--- src/rtl/irq_redir_pkg.sv ---
package irq_redir_pkg;
  localparam int ENTRY_W  = 64;
  localparam int MODE_LSB = 8;
  localparam int DSTM_BIT = 11;
  localparam int RIRR_BIT = 14;
  localparam int TRIG_BIT = 15;
  localparam int MASK_BIT = 16;
  localparam int DEST_LSB = 56;
  localparam logic [ENTRY_W-1:0] ENTRY_RST = ENTRY_W'(1) << MASK_BIT;

  typedef enum logic [2:0] {
    DM_FIXED  = 3'b000,
    DM_LOWEST = 3'b001,
    DM_SMI    = 3'b010,
    DM_RSV3   = 3'b011,
    DM_NMI    = 3'b100,
    DM_INIT   = 3'b101,
    DM_RSV6   = 3'b110,
    DM_EXTINT = 3'b111
  } dmode_e;

  function automatic logic mode_reserved(logic [2:0] m);
    return (m == DM_RSV3) || (m == DM_RSV6);
  endfunction

  // modes whose trigger bit is overridden to edge
  function automatic logic mode_edge_only(logic [2:0] m);
    return (m == DM_SMI) || (m == DM_EXTINT);
  endfunction

  function automatic logic mode_uses_rirr(logic [2:0] m);
    return (m == DM_FIXED) || (m == DM_LOWEST);
  endfunction
endpackage

--- src/rtl/irq_redir_table.sv ---
module irq_redir_table
  import irq_redir_pkg::*;
#(
  parameter int NUM_PINS = 24,
  localparam int IDX_W = $clog2(NUM_PINS)
) (
  input  logic               clk_i,
  input  logic               rst_ni,
  input  logic               we_i,
  input  logic [IDX_W-1:0]   addr_i,
  input  logic [ENTRY_W-1:0] wdata_i,
  output logic [ENTRY_W-1:0] tbl_o [NUM_PINS]
);
  for (genvar g = 0; g < NUM_PINS; g++) begin : g_ent
    always_ff @(posedge clk_i or negedge rst_ni) begin
      if (!rst_ni) tbl_o[g] <= ENTRY_RST;
      else if (we_i && addr_i == IDX_W'(g)) tbl_o[g] <= wdata_i;
    end
  end
endmodule

--- src/rtl/irq_edge_capture.sv ---
module irq_edge_capture #(
  parameter int NUM_PINS = 24
) (
  input  logic                clk_i,
  input  logic                rst_ni,
  input  logic [NUM_PINS-1:0] irq_i,
  input  logic [NUM_PINS-1:0] clr_i,
  output logic [NUM_PINS-1:0] lvl_o,
  output logic [NUM_PINS-1:0] pend_o
);
  logic [NUM_PINS-1:0] rise;
  assign rise = irq_i & ~lvl_o;

  always_ff @(posedge clk_i or negedge rst_ni) begin
    if (!rst_ni) begin
      lvl_o  <= '0;
      pend_o <= '0;
    end else begin
      lvl_o  <= irq_i;
      pend_o <= (pend_o & ~clr_i) | rise;  // new edge wins over clear
    end
  end

  AST_CLR_ONEHOT: assert property (@(posedge clk_i) disable iff (!rst_ni)
    $onehot0(clr_i));
  AST_EDGE_LATCH: assert property (@(posedge clk_i) disable iff (!rst_ni)
    (|rise) |=> ((pend_o & $past(rise)) == $past(rise)));
endmodule

--- src/rtl/irq_redir_scan.sv ---
module irq_redir_scan
  import irq_redir_pkg::*;
#(
  parameter int NUM_PINS = 24,
  localparam int IDX_W = $clog2(NUM_PINS)
) (
  input  logic                      clk_i,
  input  logic                      rst_ni,
  input  logic [NUM_PINS-1:0][7:0]  vec_i,
  input  logic [NUM_PINS-1:0][2:0]  mode_i,
  input  logic [NUM_PINS-1:0]       dl_i,
  input  logic [NUM_PINS-1:0]       trig_i,
  input  logic [NUM_PINS-1:0]       mask_i,
  input  logic [NUM_PINS-1:0][7:0]  dest_i,
  input  logic [NUM_PINS-1:0]       lvl_i,
  input  logic [NUM_PINS-1:0]       pend_i,
  input  logic                      eoi_valid_i,
  input  logic [7:0]                eoi_vector_i,
  input  logic                      ready_i,
  output logic                      valid_o,
  output logic [7:0]                vec_o,
  output logic [2:0]                mode_o,
  output logic                      dl_o,
  output logic [7:0]                dest_o,
  output logic                      ext_o,
  output logic [NUM_PINS-1:0]       clr_o,
  output logic [NUM_PINS-1:0]       rirr_o
);
  logic [IDX_W-1:0] ptr_q, src_q;
  logic             set_rirr_q;
  logic [2:0]       cur_mode;
  logic             cur_lvl, cur_hold, fire, acc;

  assign cur_mode = mode_i[ptr_q];
  assign cur_lvl  = trig_i[ptr_q] && !mode_edge_only(cur_mode);
  assign cur_hold = cur_lvl && mode_uses_rirr(cur_mode);
  assign fire = !valid_o && !mask_i[ptr_q] && !mode_reserved(cur_mode) &&
                (cur_lvl ? (lvl_i[ptr_q] && !(cur_hold && rirr_o[ptr_q]))
                         : pend_i[ptr_q]);
  assign acc  = valid_o && ready_i;

  always_ff @(posedge clk_i or negedge rst_ni) begin
    if (!rst_ni) begin
      ptr_q      <= '0;
      src_q      <= '0;
      valid_o    <= 1'b0;
      set_rirr_q <= 1'b0;
      vec_o      <= '0;
      mode_o     <= '0;
      dl_o       <= 1'b0;
      dest_o     <= '0;
      ext_o      <= 1'b0;
    end else begin
      if (!valid_o)
        ptr_q <= (ptr_q == IDX_W'(NUM_PINS - 1)) ? '0 : ptr_q + 1'b1;
      if (acc) valid_o <= 1'b0;
      if (fire) begin
        valid_o    <= 1'b1;
        src_q      <= ptr_q;
        set_rirr_q <= cur_hold;
        mode_o     <= cur_mode;
        vec_o      <= (cur_mode == DM_SMI || cur_mode == DM_NMI) ? 8'h00 : vec_i[ptr_q];
        dl_o       <= dl_i[ptr_q];
        dest_o     <= dl_i[ptr_q] ? dest_i[ptr_q] : {4'b0, dest_i[ptr_q][3:0]};
        ext_o      <= (cur_mode == DM_EXTINT);
      end
    end
  end

  for (genvar g = 0; g < NUM_PINS; g++) begin : g_pin
    logic hit, eoi_hit;
    assign hit     = acc && (src_q == IDX_W'(g));
    assign eoi_hit = eoi_valid_i && (vec_i[g] == eoi_vector_i);
    assign clr_o[g] = hit;
    always_ff @(posedge clk_i or negedge rst_ni) begin
      if (!rst_ni)                 rirr_o[g] <= 1'b0;
      else if (hit && set_rirr_q)  rirr_o[g] <= 1'b1;
      else if (eoi_hit)            rirr_o[g] <= 1'b0;
    end
  end

  AST_HOLD_MSG: assert property (@(posedge clk_i) disable iff (!rst_ni)
    valid_o && !ready_i |=> valid_o && $stable({vec_o, mode_o, dl_o, dest_o, ext_o}));
  AST_NO_RSVD: assert property (@(posedge clk_i) disable iff (!rst_ni)
    valid_o |-> !mode_reserved(mode_o));
  AST_RIRR_GATE: assert property (@(posedge clk_i) disable iff (!rst_ni)
    $rose(valid_o) && set_rirr_q |-> !rirr_o[src_q]);
  AST_NMI_NO_RIRR: assert property (@(posedge clk_i) disable iff (!rst_ni)
    valid_o && (mode_o == DM_NMI || mode_o == DM_INIT) |-> !set_rirr_q);
  AST_ZERO_VEC: assert property (@(posedge clk_i) disable iff (!rst_ni)
    valid_o && (mode_o == DM_SMI || mode_o == DM_NMI) |-> vec_o == 8'h00);
  AST_PHYS_DEST: assert property (@(posedge clk_i) disable iff (!rst_ni)
    valid_o && !dl_o |-> dest_o[7:4] == 4'h0);
endmodule

--- src/rtl/irq_redir_dispatch.sv ---
module irq_redir_dispatch
  import irq_redir_pkg::*;
#(
  parameter int NUM_PINS = 24,
  localparam int IDX_W = $clog2(NUM_PINS)
) (
  input  logic                clk_i,
  input  logic                rst_ni,
  input  logic [NUM_PINS-1:0] irq_i,
  input  logic                reg_we_i,
  input  logic [IDX_W-1:0]    reg_addr_i,
  input  logic [63:0]         reg_wdata_i,
  output logic [63:0]         reg_rdata_o,
  input  logic                eoi_valid_i,
  input  logic [7:0]          eoi_vector_i,
  output logic                msg_valid_o,
  input  logic                msg_ready_i,
  output logic [7:0]          msg_vector_o,
  output logic [2:0]          msg_mode_o,
  output logic                msg_dest_logical_o,
  output logic [7:0]          msg_dest_o,
  output logic                msg_ext_o
);
  logic [ENTRY_W-1:0]       tbl [NUM_PINS];
  logic [NUM_PINS-1:0][7:0] vec, dest;
  logic [NUM_PINS-1:0][2:0] mode;
  logic [NUM_PINS-1:0]      dl, trig, mask, lvl, pend, clr, rirr;

  irq_redir_table #(.NUM_PINS(NUM_PINS)) i_table (
    .clk_i, .rst_ni, .we_i(reg_we_i), .addr_i(reg_addr_i),
    .wdata_i(reg_wdata_i), .tbl_o(tbl)
  );

  for (genvar g = 0; g < NUM_PINS; g++) begin : g_fld
    assign vec[g]  = tbl[g][7:0];
    assign mode[g] = tbl[g][MODE_LSB +: 3];
    assign dl[g]   = tbl[g][DSTM_BIT];
    assign trig[g] = tbl[g][TRIG_BIT];
    assign mask[g] = tbl[g][MASK_BIT];
    assign dest[g] = tbl[g][DEST_LSB +: 8];
  end

  irq_edge_capture #(.NUM_PINS(NUM_PINS)) i_edge (
    .clk_i, .rst_ni, .irq_i, .clr_i(clr), .lvl_o(lvl), .pend_o(pend)
  );

  irq_redir_scan #(.NUM_PINS(NUM_PINS)) i_scan (
    .clk_i, .rst_ni, .vec_i(vec), .mode_i(mode), .dl_i(dl), .trig_i(trig),
    .mask_i(mask), .dest_i(dest), .lvl_i(lvl), .pend_i(pend),
    .eoi_valid_i, .eoi_vector_i, .ready_i(msg_ready_i),
    .valid_o(msg_valid_o), .vec_o(msg_vector_o), .mode_o(msg_mode_o),
    .dl_o(msg_dest_logical_o), .dest_o(msg_dest_o), .ext_o(msg_ext_o),
    .clr_o(clr), .rirr_o(rirr)
  );

  always_comb begin
    reg_rdata_o = '0;
    if (int'(reg_addr_i) < NUM_PINS) begin
      reg_rdata_o           = tbl[reg_addr_i];
      reg_rdata_o[RIRR_BIT] = rirr[reg_addr_i];
    end
  end

  AST_EXT_ONLY_EXTINT: assert property (@(posedge clk_i) disable iff (!rst_ni)
    msg_valid_o && msg_ext_o |-> msg_mode_o == 3'b111);
endmodule

--- config.mk ---
export PLATFORM = sky130hd
export DESIGN_NAME = irq_redir_dispatch
export DESIGN_NICKNAME = d
export VERILOG_FILES = /design/src/rtl/irq_redir_pkg.sv /design/src/rtl/irq_redir_table.sv /design/src/rtl/irq_edge_capture.sv /design/src/rtl/irq_redir_scan.sv /design/src/rtl/irq_redir_dispatch.sv
export SDC_FILE = /design/constraint.sdc
export NUM_CORES = 2
export LEC_CHECK = 0
export ABC_AREA = 1
export BUFFER_PORTS_ARGS = -buffer_cell sky130_fd_sc_hd__buf_2
export CORE_MARGIN = 8
export CORE_UTILIZATION = 42
export CTS_BUF_LIST = sky130_fd_sc_hd__clkbuf_16
export DETAILED_ROUTE_END_ITERATION = 10
export PLACE_DENSITY = 0.59
export RECOVER_POWER = 100
export SLEW_MARGIN = 10
export SYNTH_ARGS = -nofsm -noshare
export SYNTH_HDL_FRONTEND = slang
export SYNTH_SLANG_ARGS = --single-unit
--- constraint.sdc ---
create_clock -name clk_i -period 2.3 [get_ports clk_i]
set_input_delay 0.345 -clock clk_i [delete_from_list [all_inputs] [get_ports clk_i]]
set_output_delay 0.345 -clock clk_i [all_outputs]
set_load 0.01 [all_outputs]
==> out/results.tsv <==
metric	value	unit
overflow	0	
wl_per_cell	25.9	µm
max_freq	382	MHz
die_w	441	µm
synth_top_family_by_area	compound AO/OA/AOI/OAI gates	
synth_compound_area_frac	0.243	
port_buffers	190	
p_leak	41.7	nW
start_util	0.421	
drc_errors	0	
final_util	0.516	
vias_per_cell	6.05	
grt_setup_unrepaired	yes	
synth-simple-area-share	0.153	
async_flop_share	1.00	
cts_buffers	176	
p_per_area	1060	nW/µm²
clock_skew	0.0349	ns
antenna_found_initial	4	
vdd_drop_max	680	µV
syn_avg_cell_area	8.44	µm²
cp.required	1.96	ns
nNetsFinal	9470	
globalplace.congestion	0.984	
synthFlopType	dfrtp_1	
antennaDiodeCount	0	
cap_violations	0	
hold_violations	0	
dr.pass1.iters	9	
num_rows	156	
worst_setup_path_start_kind	flip-flop	
io_pins	192	
synthToLayoutAreaGrowth	22.5	%
grt_pass1_vias	69500	
tritoncts	done	
h-tree-depth	4	
grt_max_degree	90	
cts.path.max_buffers	3	
synth.cell_area	75800	µm²
clk_pin_slew	0.06	ns
drive_gt1_frac	0.179	
cp.arrival	2.28	ns
period_needed	2.62	ns
yosys_warnings	0	
crit_type	reg -> out	
via_count	71900	
drtIter0Drc	8794	
ant_nets	0	
tightest_slew	1.47	ns
fin_tns_setup	-21.52	ns
min_period_over_period	1.14	
grt_use_total	0.307	
synth_cells	8983	
slew_violations	0	
hold_class	in -> reg	
cts_root_buffer	clkbuf_16	
clock_latency	0.83	ns
synth_fp_nets	9090	
synth_fa_ha_area_frac	0.000165	
fin_total_pwr	98.4	mW
setup_viol	199	
core	180000	µm²
seq_area_frac_synth	0.534	
dieArea	194000	µm²
synthMuxAreaShare	0	
wl	308000	µm
status	finished with violations	
violations	setup timing	
yosys.area.top_type_share	0.526	
worstPathMaxFanout	2	
dp_hpwl	193000	µm
fin_ws	-0.320	ns
synth.distinct_cells	51	
synth_top_cell_by_area	dfrtp_1	
ys_ff_latch	1617	
die_h	441	µm
synth_xor_area_frac	0.00578	
grt_pass1_wl	456000	µm
synth.area.top_cells	dfrtp_1 53%, o21ai_0 12%, nand2_1 12%, a22oi_1 4.4%, clkbuf_1 2.9%	
cts.sinks	1617	
slew_headroom	0.0226	
crit_path_end_kind	output port	
synth_edf_count	0	
## state kept, by name (all words and copies together) (netlist names), 3 cells and up
register / flops
i_edge.lvl_o: 24
i_scan.src_q: 5
i_table.tbl_o: 1512
i_scan.rirr_o: 24
i_edge.pend_o: 24
i_scan.ptr_q: 5
i_scan.mode_o: 3
i_scan.dest_o: 8
i_scan.vec_o: 8
## routing by layer
layer | GRT usage | part of all wire | vias up
met5 | 0 | 0 | -
met4 | 0.168 | 0.071 | 0
met3 | 0.0546 | 0.091 | 1055
met2 | 0.485 | 0.45 | 3897
met1 | 0.402 | 0.39 | 35300
li1 | - | - | 31700
## repair_timing
item,4_1_cts,5_1_grt
resized for setup,434,228
pin swaps,233,156
endpoints found under the setup margin,92,92
cloned,16,8
endpoints found under the hold margin,703,0
setup buffers,117,54
hold buffers,26,0
## stage by stage
stage,setup WS (ns),area [µm²],hold WS (ns),std cells
after floorplan,0.0986,75800,0.0494,8983
after global placement,-0.626,84400,0.275,11400
after detailed placement,-0.643,84400,0.275,11400
after CTS,-0.327,93200,0.00440,11800
after global routing,-0.403,92900,0.0426,11900
final,-0.320,92900,0.0521,11900
## power breakdown
part / internal (mW) / total (mW) / switching, mW
logic: 13.1 / 32.1 / 19.0
clock network: 16.0 / 28.3 / 12.4
registers: 33.9 / 38.0 / 4.09
## final cells by class
cell class                      instances  area, µm²
Multi-Input combinational cell       6166      32600
Fill cell                           16800      87100
Tap cell                             2370       2970
Inverter                              380       1490
Timing Repair Buffer                 1018       9490
Sequential cell                      1617      40500
Clock buffer                          177       4430
Clock inverter                        143       1260
Timing Repair inverter                  4       53.8
## logic make-up (layout without fill, tap and decap cells)
kind of cell / Yosys count / in the layout
xor+xnor: 50 / 50
fa+ha+maj: 1 / 1
buf+inv: 1200 / 1722
simple gates: 2933 / 2933
compound gates: 3182 / 3182
flops: 1617 / 1617
## cells in the mapped netlist, types with 45 or more instances
library cell,n
dfrtp_1,1593
buf_1,80
nand2_1,2336
a21oi_1,337
a22o_1,45
o21ai_0,1871
o22ai_1,143
nor2_1,282
nand3_1,192
a221oi_1,111
inv_1,361
clkbuf_1,595
buf_2,105
a22oi_1,447
## worst max-delay path, stage by stage (launching register included)
cell and delay (ns):
dfrtp_2 0.42, a22oi_2 0.17, o221ai_2 0.14, nand2_1 0.11, nand4_1 0.22, nor2_4 0.18, a31oi_4 0.06, buf_6 0.16
## cells in the final DEF, fill, tap and decap left out, types with 174 or more instances in the layout
cell type / instances
o21ai_0: 1826
nand3_1: 174
nor2_1: 251
a22oi_1: 363
inv_1: 366
nand2_1: 2274
a21oi_1: 278
dfrtp_1: 1563
buf_4: 469
clkbuf_16: 183
## path summary, 6_finish.rpt
kind	start	end	slack, ns	depth (start not counted)
setup / recovery	i_table.tbl_o[1475]	reg_rdata_o[3]	-0.32	7
hold / removal	reg_wdata_i[0]	i_table.tbl_o[704]	0.05	4
setup reg to reg	i_scan.ptr_q[0]	i_scan.vec_o[1]	-0.20	15
hold reg to reg	i_edge.lvl_o[7]	i_edge.pend_o[7]	0.44	1
max in group asynchronous	rst_ni	i_table.tbl_o[1091]	-0.08	4
min in group asynchronous	rst_ni	i_table.tbl_o[1490]	0.42	2
No activity file was read; power rests on OpenSTA's default activity.
